$ cat src/rtl/qpd_pkg.sv
package qpd_pkg;

   typedef enum logic [2:0] {
      CLS_OTHER   = 3'd0,
      CLS_LOAD    = 3'd1,
      CLS_STORE   = 3'd2,
      CLS_BRANCH  = 3'd3,
      CLS_JUMP    = 3'd4,
      CLS_CALL    = 3'd5,
      CLS_PREFIX  = 3'd6,
      CLS_ILLEGAL = 3'd7
   } qpd_cls_e;

   typedef enum logic [2:0] {
      CND_ALWAYS = 3'd0,
      CND_EQ     = 3'd1,
      CND_NE     = 3'd2,
      CND_LT     = 3'd3,
      CND_GT     = 3'd4,
      CND_LE     = 3'd5,
      CND_GE     = 3'd6,
      CND_RSVD   = 3'd7
   } qpd_cond_e;

   localparam int unsigned INSN_W  = 16;
   localparam int unsigned FIELD_W = 8;

   localparam logic [7:0] PFX_BYTE  = 8'h04;
   localparam logic [5:0] OP_PFXGRP = 6'h01;
   localparam logic [5:0] OP_LOAD   = 6'h02;
   localparam logic [5:0] OP_STORE  = 6'h03;
   localparam logic [5:0] OP_JUMP   = 6'h04;
   localparam logic [5:0] OP_CALL   = 6'h05;
   localparam logic [4:0] OP_BRGRP  = 5'b00110;

endpackage

$ cat src/rtl/qpd_opdecode.sv
module qpd_opdecode
   import qpd_pkg::*;
#(
   parameter bit PREFIX_EN = 1'b1
) (
   input  logic [7:0] hi_byte,
   output qpd_cls_e   cls,
   output qpd_cond_e  cond
);

   always_comb begin
      cls  = CLS_OTHER;
      cond = CND_ALWAYS;
      if (hi_byte == PFX_BYTE) begin
         cls = PREFIX_EN ? CLS_PREFIX : CLS_OTHER;
      end else if (hi_byte[7:3] == OP_BRGRP) begin
         if (qpd_cond_e'(hi_byte[2:0]) == CND_RSVD) begin
            cls = CLS_ILLEGAL;
         end else begin
            cls  = CLS_BRANCH;
            cond = qpd_cond_e'(hi_byte[2:0]);
         end
      end else begin
         case (hi_byte[7:2])
            OP_PFXGRP: cls = CLS_ILLEGAL;
            OP_LOAD:   cls = CLS_LOAD;
            OP_STORE:  cls = CLS_STORE;
            OP_JUMP:   cls = CLS_JUMP;
            OP_CALL:   cls = CLS_CALL;
            default:   cls = CLS_OTHER;
         endcase
      end
   end

endmodule

$ cat src/rtl/qpd_prefix_state.sv
module qpd_prefix_state
   import qpd_pkg::*;
#(
   parameter bit PREFIX_EN = 1'b1
) (
   input  logic               clk,
   input  logic               rst_n,
   input  logic               step,
   input  logic               is_pfx,
   input  logic [FIELD_W-1:0] payload,
   output logic               pending,
   output logic [FIELD_W-1:0] hi_byte
);

   generate
      if (PREFIX_EN) begin : g_latch
         logic               pend_q;
         logic [FIELD_W-1:0] hi_q;

         always_ff @(posedge clk or negedge rst_n) begin
            if (!rst_n) begin
               pend_q <= 1'b0;
               hi_q   <= '0;
            end else if (step) begin
               pend_q <= is_pfx;
               if (is_pfx) begin
                  hi_q <= payload;
               end
            end
         end

         assign pending = pend_q;
         assign hi_byte = hi_q;
      end else begin : g_none
         logic unused_pfx;
         assign unused_pfx = ^{clk, rst_n, step, is_pfx, payload};
         assign pending    = 1'b0;
         assign hi_byte    = '0;
      end
   endgenerate

endmodule

$ cat src/rtl/qpd_imm_form.sv
module qpd_imm_form
   import qpd_pkg::*;
(
   input  qpd_cls_e             cls,
   input  logic [FIELD_W-1:0]   lo_byte,
   input  logic                 pending,
   input  logic [FIELD_W-1:0]   hi_byte,
   output logic [INSN_W-1:0]    imm
);

   logic [FIELD_W-1:0] upper_mem;
   logic [FIELD_W-1:0] upper_ctl;

   assign upper_mem = pending ? hi_byte : '0;
   assign upper_ctl = pending ? hi_byte : {FIELD_W{lo_byte[FIELD_W-1]}};

   always_comb begin
      case (cls)
         CLS_LOAD, CLS_STORE:          imm = {upper_mem, lo_byte};
         CLS_BRANCH, CLS_JUMP, CLS_CALL: imm = {upper_ctl, lo_byte};
         default:                      imm = {{FIELD_W{1'b0}}, lo_byte};
      endcase
   end

endmodule

$ cat src/rtl/qpd_cond_eval.sv
module qpd_cond_eval
   import qpd_pkg::*;
(
   input  qpd_cond_e cond,
   input  logic      z,
   input  logic      n,
   input  logic      v,
   output logic      holds
);

   logic less;
   assign less = n ^ v;

   always_comb begin
      case (cond)
         CND_ALWAYS: holds = 1'b1;
         CND_EQ:     holds = z;
         CND_NE:     holds = !z;
         CND_LT:     holds = less;
         CND_GT:     holds = !z && !less;
         CND_LE:     holds = z || less;
         CND_GE:     holds = !less;
         default:    holds = 1'b0;
      endcase
   end

endmodule

$ cat src/rtl/qpd_target_calc.sv
module qpd_target_calc
   import qpd_pkg::*;
#(
   parameter int unsigned PC_W = 16
) (
   input  logic              use_reg,
   input  logic [PC_W-1:0]   pc,
   input  logic [PC_W-1:0]   reg_val,
   input  logic [INSN_W-1:0] disp,
   output logic [PC_W-1:0]   target
);

   localparam int unsigned EXT_W = PC_W - INSN_W;

   logic [PC_W-1:0] disp_ext;
   logic [PC_W-1:0] base;

   generate
      if (EXT_W == 0) begin : g_same
         assign disp_ext = disp;
      end else begin : g_wide
         assign disp_ext = {{EXT_W{disp[INSN_W-1]}}, disp};
      end
   endgenerate

   assign base   = use_reg ? reg_val : pc;
   assign target = base + (disp_ext << 1);

endmodule

$ cat src/rtl/qpd_decoder.sv
module qpd_decoder
   import qpd_pkg::*;
#(
   parameter int unsigned PC_W      = 16,
   parameter bit          PREFIX_EN = 1'b1
) (
   input  logic            clk,
   input  logic            rst_n,
   input  logic            instr_valid,
   input  logic [15:0]     instr,
   input  logic [PC_W-1:0] pc,
   input  logic [PC_W-1:0] reg_val,
   input  logic            flag_z,
   input  logic            flag_n,
   input  logic            flag_v,
   output logic [2:0]      dec_cls,
   output logic [1:0]      base_sel,
   output logic [15:0]     eff_imm,
   output logic [2:0]      cond_code,
   output logic            redirect,
   output logic [PC_W-1:0] target_pc,
   output logic            pfx_pending
);

   generate
      if (PC_W < INSN_W || PC_W > 32) begin : g_bad_pcw
         $error("qpd_decoder: PC_W must lie in 16..32");
      end
   endgenerate

   qpd_cls_e           cls;
   qpd_cond_e          cond;
   logic               cond_ok;
   logic               pend;
   logic [FIELD_W-1:0] pfx_hi;
   logic [INSN_W-1:0]  imm;
   logic               is_pfx;
   logic               uses_reg;

   qpd_opdecode #(.PREFIX_EN(PREFIX_EN)) u_opdec (
      .hi_byte (instr[15:8]),
      .cls     (cls),
      .cond    (cond)
   );

   assign is_pfx = (cls == CLS_PREFIX);

   qpd_prefix_state #(.PREFIX_EN(PREFIX_EN)) u_pfx (
      .clk     (clk),
      .rst_n   (rst_n),
      .step    (instr_valid),
      .is_pfx  (is_pfx),
      .payload (instr[7:0]),
      .pending (pend),
      .hi_byte (pfx_hi)
   );

   qpd_imm_form u_imm (
      .cls     (cls),
      .lo_byte (instr[7:0]),
      .pending (pend),
      .hi_byte (pfx_hi),
      .imm     (imm)
   );

   qpd_cond_eval u_cond (
      .cond  (cond),
      .z     (flag_z),
      .n     (flag_n),
      .v     (flag_v),
      .holds (cond_ok)
   );

   assign uses_reg = (cls == CLS_JUMP) || (cls == CLS_CALL);

   qpd_target_calc #(.PC_W(PC_W)) u_tgt (
      .use_reg (uses_reg),
      .pc      (pc),
      .reg_val (reg_val),
      .disp    (imm),
      .target  (target_pc)
   );

   always_comb begin
      case (cls)
         CLS_LOAD, CLS_STORE, CLS_JUMP, CLS_CALL: base_sel = instr[9:8];
         default:                                 base_sel = 2'd0;
      endcase
   end

   assign dec_cls     = cls;
   assign cond_code   = cond;
   assign eff_imm     = imm;
   assign pfx_pending = pend;
   assign redirect    = instr_valid &&
                        (((cls == CLS_BRANCH) && cond_ok) || uses_reg);

endmodule

$ cat config.mk
export PLATFORM = sky130hd
export DESIGN_NAME = qpd_decoder
export DESIGN_NICKNAME = d
export VERILOG_FILES = /design/src/rtl/qpd_pkg.sv /design/src/rtl/qpd_opdecode.sv /design/src/rtl/qpd_prefix_state.sv /design/src/rtl/qpd_imm_form.sv /design/src/rtl/qpd_cond_eval.sv /design/src/rtl/qpd_target_calc.sv /design/src/rtl/qpd_decoder.sv
export SDC_FILE = /design/constraint.sdc
export NUM_CORES = 1
export LEC_CHECK = 0
export ABC_AREA = 1
export BUFFER_PORTS_ARGS = -buffer_cell sky130_fd_sc_hd__buf_2
export CORE_ASPECT_RATIO = 0.6
export CORE_MARGIN = 2
export CORE_UTILIZATION = 45
export DETAILED_ROUTE_END_ITERATION = 6
export PLACE_DENSITY_LB_ADDON = 0.1
export SYNTH_ARGS = -nofsm -noshare
export SYNTH_HDL_FRONTEND = slang
export SYNTH_SLANG_ARGS = --single-unit
$ cat constraint.sdc
create_clock -name clk -period 3.8 [get_ports clk]
set_input_delay 0.57 -clock clk [delete_from_list [all_inputs] [get_ports clk]]
set_output_delay 0.57 -clock clk [all_outputs]
set_load 0.005 [all_outputs]
==> results of run 1 <==
## power breakdown
part	leakage (nW)	total [mW]	internal, mW	switching, mW
sequential	0.124	0.103	0.100	0.00268
clock	0.0228	0.109	0.0729	0.0360
combinational	1.17	0.215	0.103	0.112
## cells by family (layout without fill, tap and decap cells)
logic type               count (synthesis)  after routing  share of synthesized area (%)
XOR/XNOR                                13             13                           6.51
adder cells (fa/ha/maj)                 15             15                           11.2
flip-flops                               9              9                           12.9
buffers and inverters                   35            132                           10.3
AO/OA/AOI/OAI                           36             36                           11.6
AND/OR/NAND/NOR                        105            105                           33.5
multiplexers                            22             22                           14.1
## critical path, cell delays in order
cell,delay [ns]
sky130_fd_sc_hd__buf_2,0.11
sky130_fd_sc_hd__inv_2,0.06
sky130_fd_sc_hd__nand2_2,0.06
sky130_fd_sc_hd__nor2_4,0.17
sky130_fd_sc_hd__nand2_2,0.08
sky130_fd_sc_hd__nand2_4,0.09
sky130_fd_sc_hd__nand3_2,0.09
sky130_fd_sc_hd__nand2_2,0.11
sky130_fd_sc_hd__and2_4,0.17
sky130_fd_sc_hd__nand2_2,0.08
sky130_fd_sc_hd__a21oi_1,0.25
sky130_fd_sc_hd__ha_1,0.33
sky130_fd_sc_hd__a21oi_1,0.23
sky130_fd_sc_hd__o21ai_0,0.13
sky130_fd_sc_hd__nand2_1,0.07
sky130_fd_sc_hd__o2111ai_1,0.14
sky130_fd_sc_hd__xor2_1,0.18
sky130_fd_sc_hd__buf_2,0.14
## flip-flops by register name (all words and copies together) (netlist names)
register,flops
u_pfx.hi_byte,8
u_pfx.pending,1
## stage by stage
| stage | TNS (ns) | worst slack (ns) |
|---|---|---|
| 2_1_floorplan | 0 | 0.591 |
| 3_3_place_gp | 0 | 0.135 |
| 3_5_place_dp | 0 | 0.0936 |
| 4_1_cts | 0 | 0.0824 |
| 5_1_grt | -0.0977 | -0.0571 |
| 6_report | 0 | 0.167 |
## repair_timing
action | 4_1_cts | 5_1_grt
setup buffers | 0 | 6
gates resized for setup | 0 | 5
endpoints found under the setup margin | 0 | 3
## Yosys cell counts, types with 3 or more instances
cell type / n / share of area (%)
sky130_fd_sc_hd__inv_2: 6 / 1.3
sky130_fd_sc_hd__o21ai_0: 12 / 3.4
sky130_fd_sc_hd__xnor2_1: 7 / 3.5
sky130_fd_sc_hd__a21oi_1: 13 / 3.7
sky130_fd_sc_hd__nand2_2: 9 / 3.2
sky130_fd_sc_hd__inv_1: 17 / 3.6
sky130_fd_sc_hd__nand3_2: 5 / 2.9
sky130_fd_sc_hd__nor2_4: 6 / 3.9
sky130_fd_sc_hd__buf_4: 8 / 3.4
sky130_fd_sc_hd__nor2_1: 12 / 2.6
sky130_fd_sc_hd__nand2_1: 48 / 10
sky130_fd_sc_hd__xor2_1: 6 / 3.0
sky130_fd_sc_hd__dfrtp_1: 9 / 13
sky130_fd_sc_hd__ha_1: 14 / 10
sky130_fd_sc_hd__mux2_2: 21 / 14
sky130_fd_sc_hd__nand3_1: 13 / 3.7
sky130_fd_sc_hd__nand2_4: 3 / 1.9
## worst paths after layout
kind,startpoint,end,cells past startpoint
max,instr[12],target_pc[14],18
min,rst_n,u_pfx.hi_byte[6],1
max reg2reg,u_pfx.pending,u_pfx.pending,2
min reg2reg,u_pfx.hi_byte[7],u_pfx.hi_byte[7],2
max in group asynchronous,rst_n,u_pfx.hi_byte[2],1
min in group clk,u_pfx.hi_byte[7],u_pfx.hi_byte[7],2
## area by class of cell
cell class	instances	share of cell area, %
repair buffers	104	23.4
well taps	47	2.54
inverters	24	3.89
flip-flops and latches	9	9.71
multi-input cells	191	58.5
clock buffers	4	1.94
## layer usage
metal,vias to the layer above,wire length [µm],global-route usage (%)
li1,984,-,-
met1,837,2480,32.6
met2,85,1720,27.2
met3,0,386,3.62
met4,0,0,3.17
met5,-,0,0
==> flow_metrics.py, run 1 <==
metrics = {
    "cells_and_area": {
        "layout_common_cells": "sky130_fd_sc_hd__buf_2 (95), sky130_fd_sc_hd__nand2_1 (47), sky130_fd_sc_hd__mux2_2 (21)",
        "antennaDiodeCount": 0,
        "num-fill-cells": 359,
        "finish.utilization_pct": 62.6,
        "area_occupied_by_multi_input_gates_mm2": 0.00136,
        "layoutNonFillerInstCount": 379,
        "num-nets-final": 402,
        "layout.area.seq_um2": 225,
        "syn2layout_area_growth_pct": 32.5,
        "post_route_cells_drive_above_1_share_pct": 49.4,
        "postLayoutCellArea_mm2": 0.00232,
        "layout_commonest_cell": "sky130_fd_sc_hd__buf_2",
    },
    "sta": {
        "rsz0062_at_grt": "true",
        "hold_viol_final": 0,
        "fin_hold_ws_ns": 0.180,
        "max_slew.worst_pin.slew_ns": 0.455,
        "post-route-min-period_ns": 3.63,
        "period_share_pct": 95.6,
        "timing.clock.skew_ns": 0,
        "report.final.setup_viol": 0,
        "number_of_pins_with_negative_max_slew_slack_in_the_final_report": 0,
        "max_slew_margin_pct": 69.3,
        "fmax_mhz": 275,
    },
    "pwr": {
        "power-per-cell-area_mw_per_mm2": 184,
        "vdd_ir_drop_max_uv": 197,
        "p_leak_nw": 1.32,
        "overall_power_mw": 0.427,
    },
    "route": {
        "drt.antenna.violating_nets": 0,
        "post_drt_wl_per_cell_um": 12.1,
        "wl_mm": 4.59,
        "post-route-drc-count": 0,
        "drt_first_iter_violations": 137,
        "route.vias.total": 1906,
        "detail_route.vias_per_cell": 5.03,
        "detailedRoute.firstPassIterationCount": 4,
    },
    "synth": {
        "proportion_of_synthesized_chip_area_in_sequential_cells_pct": 12.9,
        "synth_async_sr_flop_share_pct": 100,
        "syn_area_per_cell_um2": 7.44,
        "synth_area_mm2": 0.00175,
        "synthesis.instances": 235,
        "synth-edff-count": 0,
        "ys_ff_latch": 9,
        "postSynth.topFlopCell": "sky130_fd_sc_hd__dfrtp_1",
        "synthDistinctLibCells": 37,
        "yosysWarningCount": 0,
        "synthesized_net_count": 304,
    },
    "floorplan": {
        "die_width_um": 84.5,
        "fp-row-count": 17,
        "initial_core_util_pct": 47.3,
        "die_outline_area_mm2": 0.00442,
        "core-area_mm2": 0.00370,
        "die_h_um": 52.3,
        "top_level_ports": 96,
    },
    "status": {
        "result_of_the_run": "complete, no violations",
    },
    "global_route": {
        "number_of_global_route_vias_before_repair": 1552,
        "grt_antenna_before_repair": 0,
        "grt_start_max_net_pins": 14,
        "grt_usage_pct": 20.2,
        "grt_pass1_wl_mm": 7.16,
        "gr-total-overflow": 0,
    },
    "hold_path": {
        "min-delay-path-class": "in2async",
    },
    "cts": {
        "cts_tree": "yes",
        "clk_latency_ns": 0.23,
        "clkTransAtPathRegs_ns": 0.04,
        "clockRootBuffer": "sky130_fd_sc_hd__clkbuf_8",
        "ctsLongestPathBuffers": 2,
        "cts_num_sinks": 9,
        "cts.hold.buffers_added": 0,
        "cts_inserted_buffers": 3,
        "cts-htree-levels": 1,
    },
    "critical_path": {
        "worst-setup-path-type": "in2out",
        "worstSetupStartpointType": "input pin",
        "worstPathArrival_ns": 3.06,
        "crit_required_ns": 3.23,
        "type_of_element_capturing_the_critical_path": "output pin",
        "ff2ff_setup_slack_ns": 2.97,
        "path_max_fanout": 6,
    },
    "placed_design": {
        "placedInstanceArea_mm2": 0.00222,
        "place_hpwl_mm": 3.97,
        "io_buffer_count": 95,
        "gp_congestion": 0.877,
        "placed_cells_incl_taps": 369,
    },
    "flow_run": {
        "maxCapViolations": 0,
    },
}
Power figures use the tool's default switching activity.
==> run 2, diff against run 1 <==
--- a/config.mk
+++ b/config.mk
@@ -11,6 +11,7 @@
 export CORE_MARGIN = 2
 export CORE_UTILIZATION = 45
 export DETAILED_ROUTE_END_ITERATION = 6
+export MAX_ROUTING_LAYER = met4
 export PLACE_DENSITY_LB_ADDON = 0.1
 export SYNTH_ARGS = -nofsm -noshare
 export SYNTH_HDL_FRONTEND = slang
==> flow_metrics.py, run 2 (synthesis gave the netlist of run 1 again) <==
metrics = {
    "status": {
        "result_of_the_run": "complete, no violations",
    },
    "critical_path": {
        "path_max_fanout": 6,
        "endpoint": "target_pc[14]",
        "worst-setup-path-type": "in2out",
        "worst-r2r-cell-count": 2,
        "critical-path-slowest-cell": "sky130_fd_sc_hd__ha_1",
        "worstPathArrival_ns": 3.06,
        "r2r_end": "u_pfx.pending",
        "worstSetupStartpointType": "input pin",
        "cpPeakStageDelay_ns": 0.33,
        "type_of_element_capturing_the_critical_path": "output pin",
        "ff2ff_setup_slack_ns": 2.97,
        "path_cells": "buf_2 -> inv_2 -> nand2_2 -> nor2_4 -> nand2_2 -> nand2_4 -> nand3_2 -> nand2_2 -> and2_4 -> nand2_2 -> a21oi_1 -> ha_1 -> a21oi_1 -> o21ai_0 -> nand2_1 -> o2111ai_1 -> xor2_1 -> buf_2",
        "r2r-start": "u_pfx.pending",
        "crit_required_ns": 3.23,
        "critical_path.startpoint": "instr[12]",
        "crit_path_frequent_cell": "sky130_fd_sc_hd__nand2_2",
    },
    "pwr": {
        "power.share.switching_pct": 35.1,
        "power-per-cell-area_mw_per_mm2": 184,
        "p_leak_nw": 1.32,
        "vdd_ir_drop_max_uv": 195,
        "pwr-share-seq_pct": 24.2,
        "clkPwrFrac_pct": 25.5,
        "logic_pwr_share_pct": 50.4,
        "cellInternalPower_mw": 0.277,
        "net-switching-power_mw": 0.150,
    },
    "route": {
        "post_drt_wl_per_cell_um": 12.1,
        "wl_mm": 4.58,
        "drt.antenna.violating_nets": 0,
        "detail_route.vias_per_cell": 5.02,
        "drt_first_iter_violations": 118,
        "detailedRoute.firstPassIterationCount": 4,
        "route.vias.total": 1903,
        "post-route-drc-count": 0,
    },
    "sta": {
        "fmax_mhz": 275,
        "max_slew_margin_pct": 69.2,
        "post-route-min-period_ns": 3.63,
        "period_share_pct": 95.6,
        "max_slew.worst_pin.slew_ns": 0.457,
        "number_of_pins_with_negative_max_slew_slack_in_the_final_report": 0,
        "timing.clock.skew_ns": 0,
        "report.final.setup_viol": 0,
        "postLayoutSetupSlackWorst_ns": 0.166,
        "hold_viol_final": 0,
        "fin_tns_setup_ns": 0,
        "rsz0062_at_grt": "true",
    },
    "hold_path": {
        "min-delay-path-class": "in2async",
    },
    "cells_and_area": {
        "post_route_cells_drive_above_1_share_pct": 49.4,
        "layout_common_cells": "sky130_fd_sc_hd__buf_2 (95), sky130_fd_sc_hd__nand2_1 (47), sky130_fd_sc_hd__mux2_2 (21)",
        "num-fill-cells": 359,
        "largest_register_ff_count": 8,
        "layoutNonFillerInstCount": 379,
        "area_occupied_by_multi_input_gates_mm2": 0.00136,
        "layout.area.seq_um2": 225,
        "antennaDiodeCount": 0,
        "syn2layout_area_growth_pct": 32.5,
        "num-nets-final": 402,
        "layout_commonest_cell": "sky130_fd_sc_hd__buf_2",
    },
    "global_route": {
        "grt_start_max_net_pins": 14,
        "number_of_global_route_vias_before_repair": 1549,
        "grt_pass1_wl_mm": 7.16,
        "grt_usage_pct": 20.7,
        "grt_antenna_before_repair": 0,
        "gr-total-overflow": 0,
    },
    "cts": {
        "cts_tree": "yes",
        "cts_inserted_buffers": 3,
        "cts-htree-levels": 1,
        "cts.hold.buffers_added": 0,
        "clk_latency_ns": 0.23,
        "clockRootBuffer": "sky130_fd_sc_hd__clkbuf_8",
        "clkTransAtPathRegs_ns": 0.04,
        "ctsLongestPathBuffers": 2,
        "cts_num_sinks": 9,
    },
    "floorplan": {
        "initial_core_util_pct": 47.3,
        "top_level_ports": 96,
        "die_outline_area_mm2": 0.00442,
        "fp-row-count": 17,
        "die_width_um": 84.5,
        "core-area_mm2": 0.00370,
        "die_h_um": 52.3,
    },
    "flow_run": {
        "maxCapViolations": 0,
    },
    "placed_design": {
        "gp_congestion": 0.891,
        "pre_cts_slack_ns": 0.0936,
        "placed_cells_incl_taps": 369,
        "io_buffer_count": 95,
        "place_hpwl_mm": 3.97,
    },
}
## run 2: cell counts in the layout (fill, tap and decap cells not counted)
No cell type changed its count.
## run 2: worst min-delay path by stage
| stage | to | slack [ns] | depth (start not counted) |
|---|---|---|---|
| finish | u_pfx.hi_byte[6] | 0.18 | 1 |
| global route | u_pfx.hi_byte[6] | 0.18 | 1 |
| CTS | u_pfx.hi_byte[3] | 0.18 | 1 |
| detailed placement | u_pfx.hi_byte[0] | 0.43 | 1 |
| global placement | u_pfx.hi_byte[0] | 0.43 | 1 |
| floorplan | u_pfx.hi_byte[0] | 0.27 | 0 |
## run 2: critical path: cells and delay by family
kind / cells / cell delay [ns]
compound gates: 4 / 0.75
xor+xnor: 1 / 0.18
simple gates: 9 / 0.92
buf+inv: 3 / 0.31
fa+ha+maj: 1 / 0.33
## run 2: area by class of cell
cell class	count	area share [%]
flip-flops and latches	9	9.71
clock buffers	4	1.94
inverters	24	3.89
well taps	47	2.54
multi-input cells	191	58.5
repair buffers	104	23.4
## run 2: per-layer routing
metal / share of wire, % / GRT usage [%] / up-vias
met2: 37 / 27.2 / 82
met1: 54 / 32.8 / 836
met4: 0.13 / 3.17 / 0
met3: 7.9 / 3.31 / 2
li1: - / - / 983
met5: 0 / - / -
## run 2: power by group through the flow
stage | clock network, mW | logic, mW | registers (mW)
4_1_cts | 0.113 | 0.209 | 0.103
3_5_place_dp | 0 | 0.207 | 0.104
6_report | 0.109 | 0.215 | 0.103
2_1_floorplan | 0 | 0.124 | 0.103
3_3_place_gp | 0 | 0.207 | 0.104
5_1_grt | 0.118 | 0.239 | 0.103
## run 2: repair_timing
item	in CTS	in global routing
resized for setup	0	5
setup buffers	0	6
endpoints found under the setup margin	0	3
## run 2: stage by stage
step / hold slack, ns / total power [mW] / instance area (µm²) / utilization (%)
global placement: 0.432 / 0.311 / 2220 / 59.9
floorplan: 0.274 / 0.227 / 1750 / -
CTS: 0.177 / 0.425 / 2260 / 61.1
finish: 0.179 / 0.426 / 2320 / 62.6
detailed placement: 0.427 / 0.311 / 2220 / 59.9
global route: 0.184 / 0.460 / 2320 / 62.6
==> run 3, diff against run 2 <==
--- a/config.mk
+++ b/config.mk
@@ -5,7 +5,6 @@
 export SDC_FILE = /design/constraint.sdc
 export NUM_CORES = 1
 export LEC_CHECK = 0
-export ABC_AREA = 1
 export BUFFER_PORTS_ARGS = -buffer_cell sky130_fd_sc_hd__buf_2
 export CORE_ASPECT_RATIO = 0.6
 export CORE_MARGIN = 2
==> flow_metrics.py, run 3 <==
metrics = {
    "synth": {
        "yosys-top-cells-count": "sky130_fd_sc_hd__mux2_2 (21), sky130_fd_sc_hd__a21oi_1 (17), sky130_fd_sc_hd__ha_1 (14), sky130_fd_sc_hd__xnor2_1 (14)",
        "synth-edff-count": 0,
        "synth_top_area_share_pct": 14.3,
        "synthesis.instances": 187,
        "synthesized_net_count": 256,
        "synth_area_mm2": 0.00165,
        "postSynth.topFlopCell": "sky130_fd_sc_hd__dfrtp_1",
        "synthTopCellsByArea": "sky130_fd_sc_hd__mux2_2 (14%), sky130_fd_sc_hd__dfrtp_1 (14%), sky130_fd_sc_hd__ha_1 (11%)",
        "ys_ff_latch": 9,
        "synthDistinctLibCells": 49,
        "proportion_of_synthesized_chip_area_in_sequential_cells_pct": 13.6,
        "most_area_hungry_cell_type_in_the_yosys_netlist": "sky130_fd_sc_hd__mux2_2",
        "synth_async_sr_flop_share_pct": 100,
        "syn_area_per_cell_um2": 8.83,
        "synthMostInstantiatedCell": "sky130_fd_sc_hd__mux2_2",
        "yosysWarningCount": 0,
    },
    "route": {
        "post-route-drc-count": 0,
        "detail_route.vias_per_cell": 5.29,
        "detailedRoute.firstPassIterationCount": 4,
        "drt.antenna.violating_nets": 0,
        "post_drt_wl_per_cell_um": 15.9,
        "drt_first_iter_violations": 54,
        "route.vias.total": 2016,
        "wl_mm": 6.04,
    },
    "sta": {
        "max_slew_margin_pct": 64.2,
        "fin_tns_setup_ns": -1.33,
        "post-route-min-period_ns": 4.22,
        "report.final.setup_viol": 5,
        "hold_viol_final": 0,
        "period_share_pct": 111,
        "postLayoutSetupSlackWorst_ns": -0.424,
        "fmax_mhz": 237,
        "rsz0062_at_grt": "true",
        "timing.clock.skew_ns": 0,
        "max_slew.worst_pin.slew_ns": 0.537,
        "number_of_pins_with_negative_max_slew_slack_in_the_final_report": 0,
    },
    "cells_and_area": {
        "postLayoutCellArea_mm2": 0.00287,
        "num-fill-cells": 197,
        "layout.area.seq_um2": 225,
        "largest_register_ff_count": 8,
        "antennaDiodeCount": 0,
        "num-nets-final": 406,
        "syn2layout_area_growth_pct": 73.9,
        "layout_commonest_cell": "sky130_fd_sc_hd__buf_2",
        "layout_common_cells": "sky130_fd_sc_hd__buf_2 (91), sky130_fd_sc_hd__buf_4 (56), sky130_fd_sc_hd__mux2_2 (19)",
        "area_occupied_by_multi_input_gates_mm2": 0.00151,
        "post_route_cells_drive_above_1_share_pct": 67.3,
    },
    "cts": {
        "cts-htree-levels": 1,
        "clk_latency_ns": 0.23,
        "clkTransAtPathRegs_ns": 0.05,
        "cts_num_sinks": 9,
        "cts.hold.buffers_added": 0,
        "ctsLongestPathBuffers": 2,
        "clockRootBuffer": "sky130_fd_sc_hd__clkbuf_8",
        "cts_tree": "yes",
        "cts_inserted_buffers": 3,
    },
    "critical_path": {
        "type_of_element_capturing_the_critical_path": "output pin",
        "worst-setup-path-type": "in2out",
        "worstSetupStartpointType": "input pin",
        "path_max_fanout": 5,
        "crit_required_ns": 3.23,
        "worstPathArrival_ns": 3.65,
    },
    "floorplan": {
        "initial_core_util_pct": 48.8,
        "die_h_um": 50.9,
        "top_level_ports": 96,
        "fp-row-count": 16,
        "core-area_mm2": 0.00338,
        "die_width_um": 82.2,
        "die_outline_area_mm2": 0.00418,
    },
    "placed_design": {
        "placedInstanceArea_mm2": 0.00249,
        "place_hpwl_mm": 4.59,
        "gp_congestion": 0.905,
        "io_buffer_count": 95,
    },
    "pwr": {
        "power-per-cell-area_mw_per_mm2": 181,
        "p_leak_nw": 1.54,
        "vdd_ir_drop_max_uv": 176,
    },
    "hold_path": {
        "min-delay-path-class": "in2async",
    },
    "global_route": {
        "grt_usage_pct": 29.0,
        "grt_pass1_wl_mm": 9.16,
        "grt_antenna_before_repair": 0,
        "gr-total-overflow": 0,
        "grt_start_max_net_pins": 11,
        "number_of_global_route_vias_before_repair": 1934,
    },
    "flow_run": {
        "maxCapViolations": 0,
    },
    "status": {
        "result_of_the_run": "complete, but fails checks",
        "violations": "negative setup slack",
    },
}
[run 3: stage by stage]
stage / setup slack (ns) / util [%] / power (mW) / hold WS, ns / instances
after global routing: -0.583 / 84.8 / 0.553 / 0.195 / 381
after CTS: -0.348 / 81.0 / 0.496 / 0.183 / 378
final: -0.424 / 84.8 / 0.519 / 0.183 / 381
after detailed placement: -0.428 / 73.7 / 0.360 / 0.433 / 363
after floorplan: -0.411 / - / 0.240 / 0.274 / 187
after global placement: -0.375 / 73.7 / 0.353 / 0.429 / 363
[run 3: area by class of cell]
class	instances	area share, %
flip-flops and latches	9	7.85
multi-input cells	157	52.6
clock inverters	1	0.174
inverters	8	1.05
well taps	45	1.96
clock buffers	3	1.44
repair buffers	158	35.0
[run 3: report_power, final]
part           internal [mW]  switching, mW
Clock                 0.0716         0.0390
Sequential            0.0997        0.00258
Combinational          0.168          0.139
Total                  0.339          0.180
[run 3: logic make-up after synthesis]
logic type	after synthesis	share of synthesized area, %
AOI/OAI and AO/OA	58	28.0
DFF	9	13.6
xor gates and xnor gates	16	8.49
and+or+nand+nor	45	15.1
adders and majority gates	15	11.8
buffers and inverters	21	7.43
muxes	23	15.5
[run 3: metal layers]
metal	up-vias	routed length [µm]	GRT usage (%)
met1	932	2790	40.0
met5	-	0	-
met4	0	114	5.83
met3	12	399	3.36
li1	986	-	-
met2	86	2730	46.2
[run 3: worst max-delay path: stages]
cell	delay, ns
sky130_fd_sc_hd__buf_8	0.10
sky130_fd_sc_hd__or4b_4	0.54
sky130_fd_sc_hd__o21ai_4	0.09
sky130_fd_sc_hd__o211ai_4	0.10
sky130_fd_sc_hd__buf_4	0.14
sky130_fd_sc_hd__buf_4	0.14
sky130_fd_sc_hd__a21oi_1	0.17
sky130_fd_sc_hd__buf_4	0.16
sky130_fd_sc_hd__a21o_1	0.15
sky130_fd_sc_hd__ha_1	0.26
sky130_fd_sc_hd__or2_4	0.17
sky130_fd_sc_hd__a21oi_2	0.07
sky130_fd_sc_hd__a2111o_1	0.41
sky130_fd_sc_hd__a211oi_2	0.22
sky130_fd_sc_hd__a211oi_2	0.07
sky130_fd_sc_hd__xnor2_1	0.14
sky130_fd_sc_hd__buf_2	0.13
[run 3: final timing paths]
kind	startpoint	to	slack (ns)	depth (start not counted)
setup reg to reg	u_pfx.hi_byte[4]	u_pfx.hi_byte[4]	2.96	1
hold / removal	rst_n	u_pfx.hi_byte[7]	0.18	1
max in group asynchronous	rst_n	u_pfx.hi_byte[3]	3.44	1
hold reg to reg	u_pfx.hi_byte[7]	u_pfx.hi_byte[7]	0.50	2
min in group clk	u_pfx.hi_byte[7]	u_pfx.hi_byte[7]	0.50	2
setup / recovery	instr[13]	target_pc[15]	-0.42	17
[run 3: repair_timing]
action / CTS / global route
endpoints found under the setup margin: 7 / 9
setup buffers: 11 / 6
pin swaps: 20 / 16
resized for setup: 29 / 24
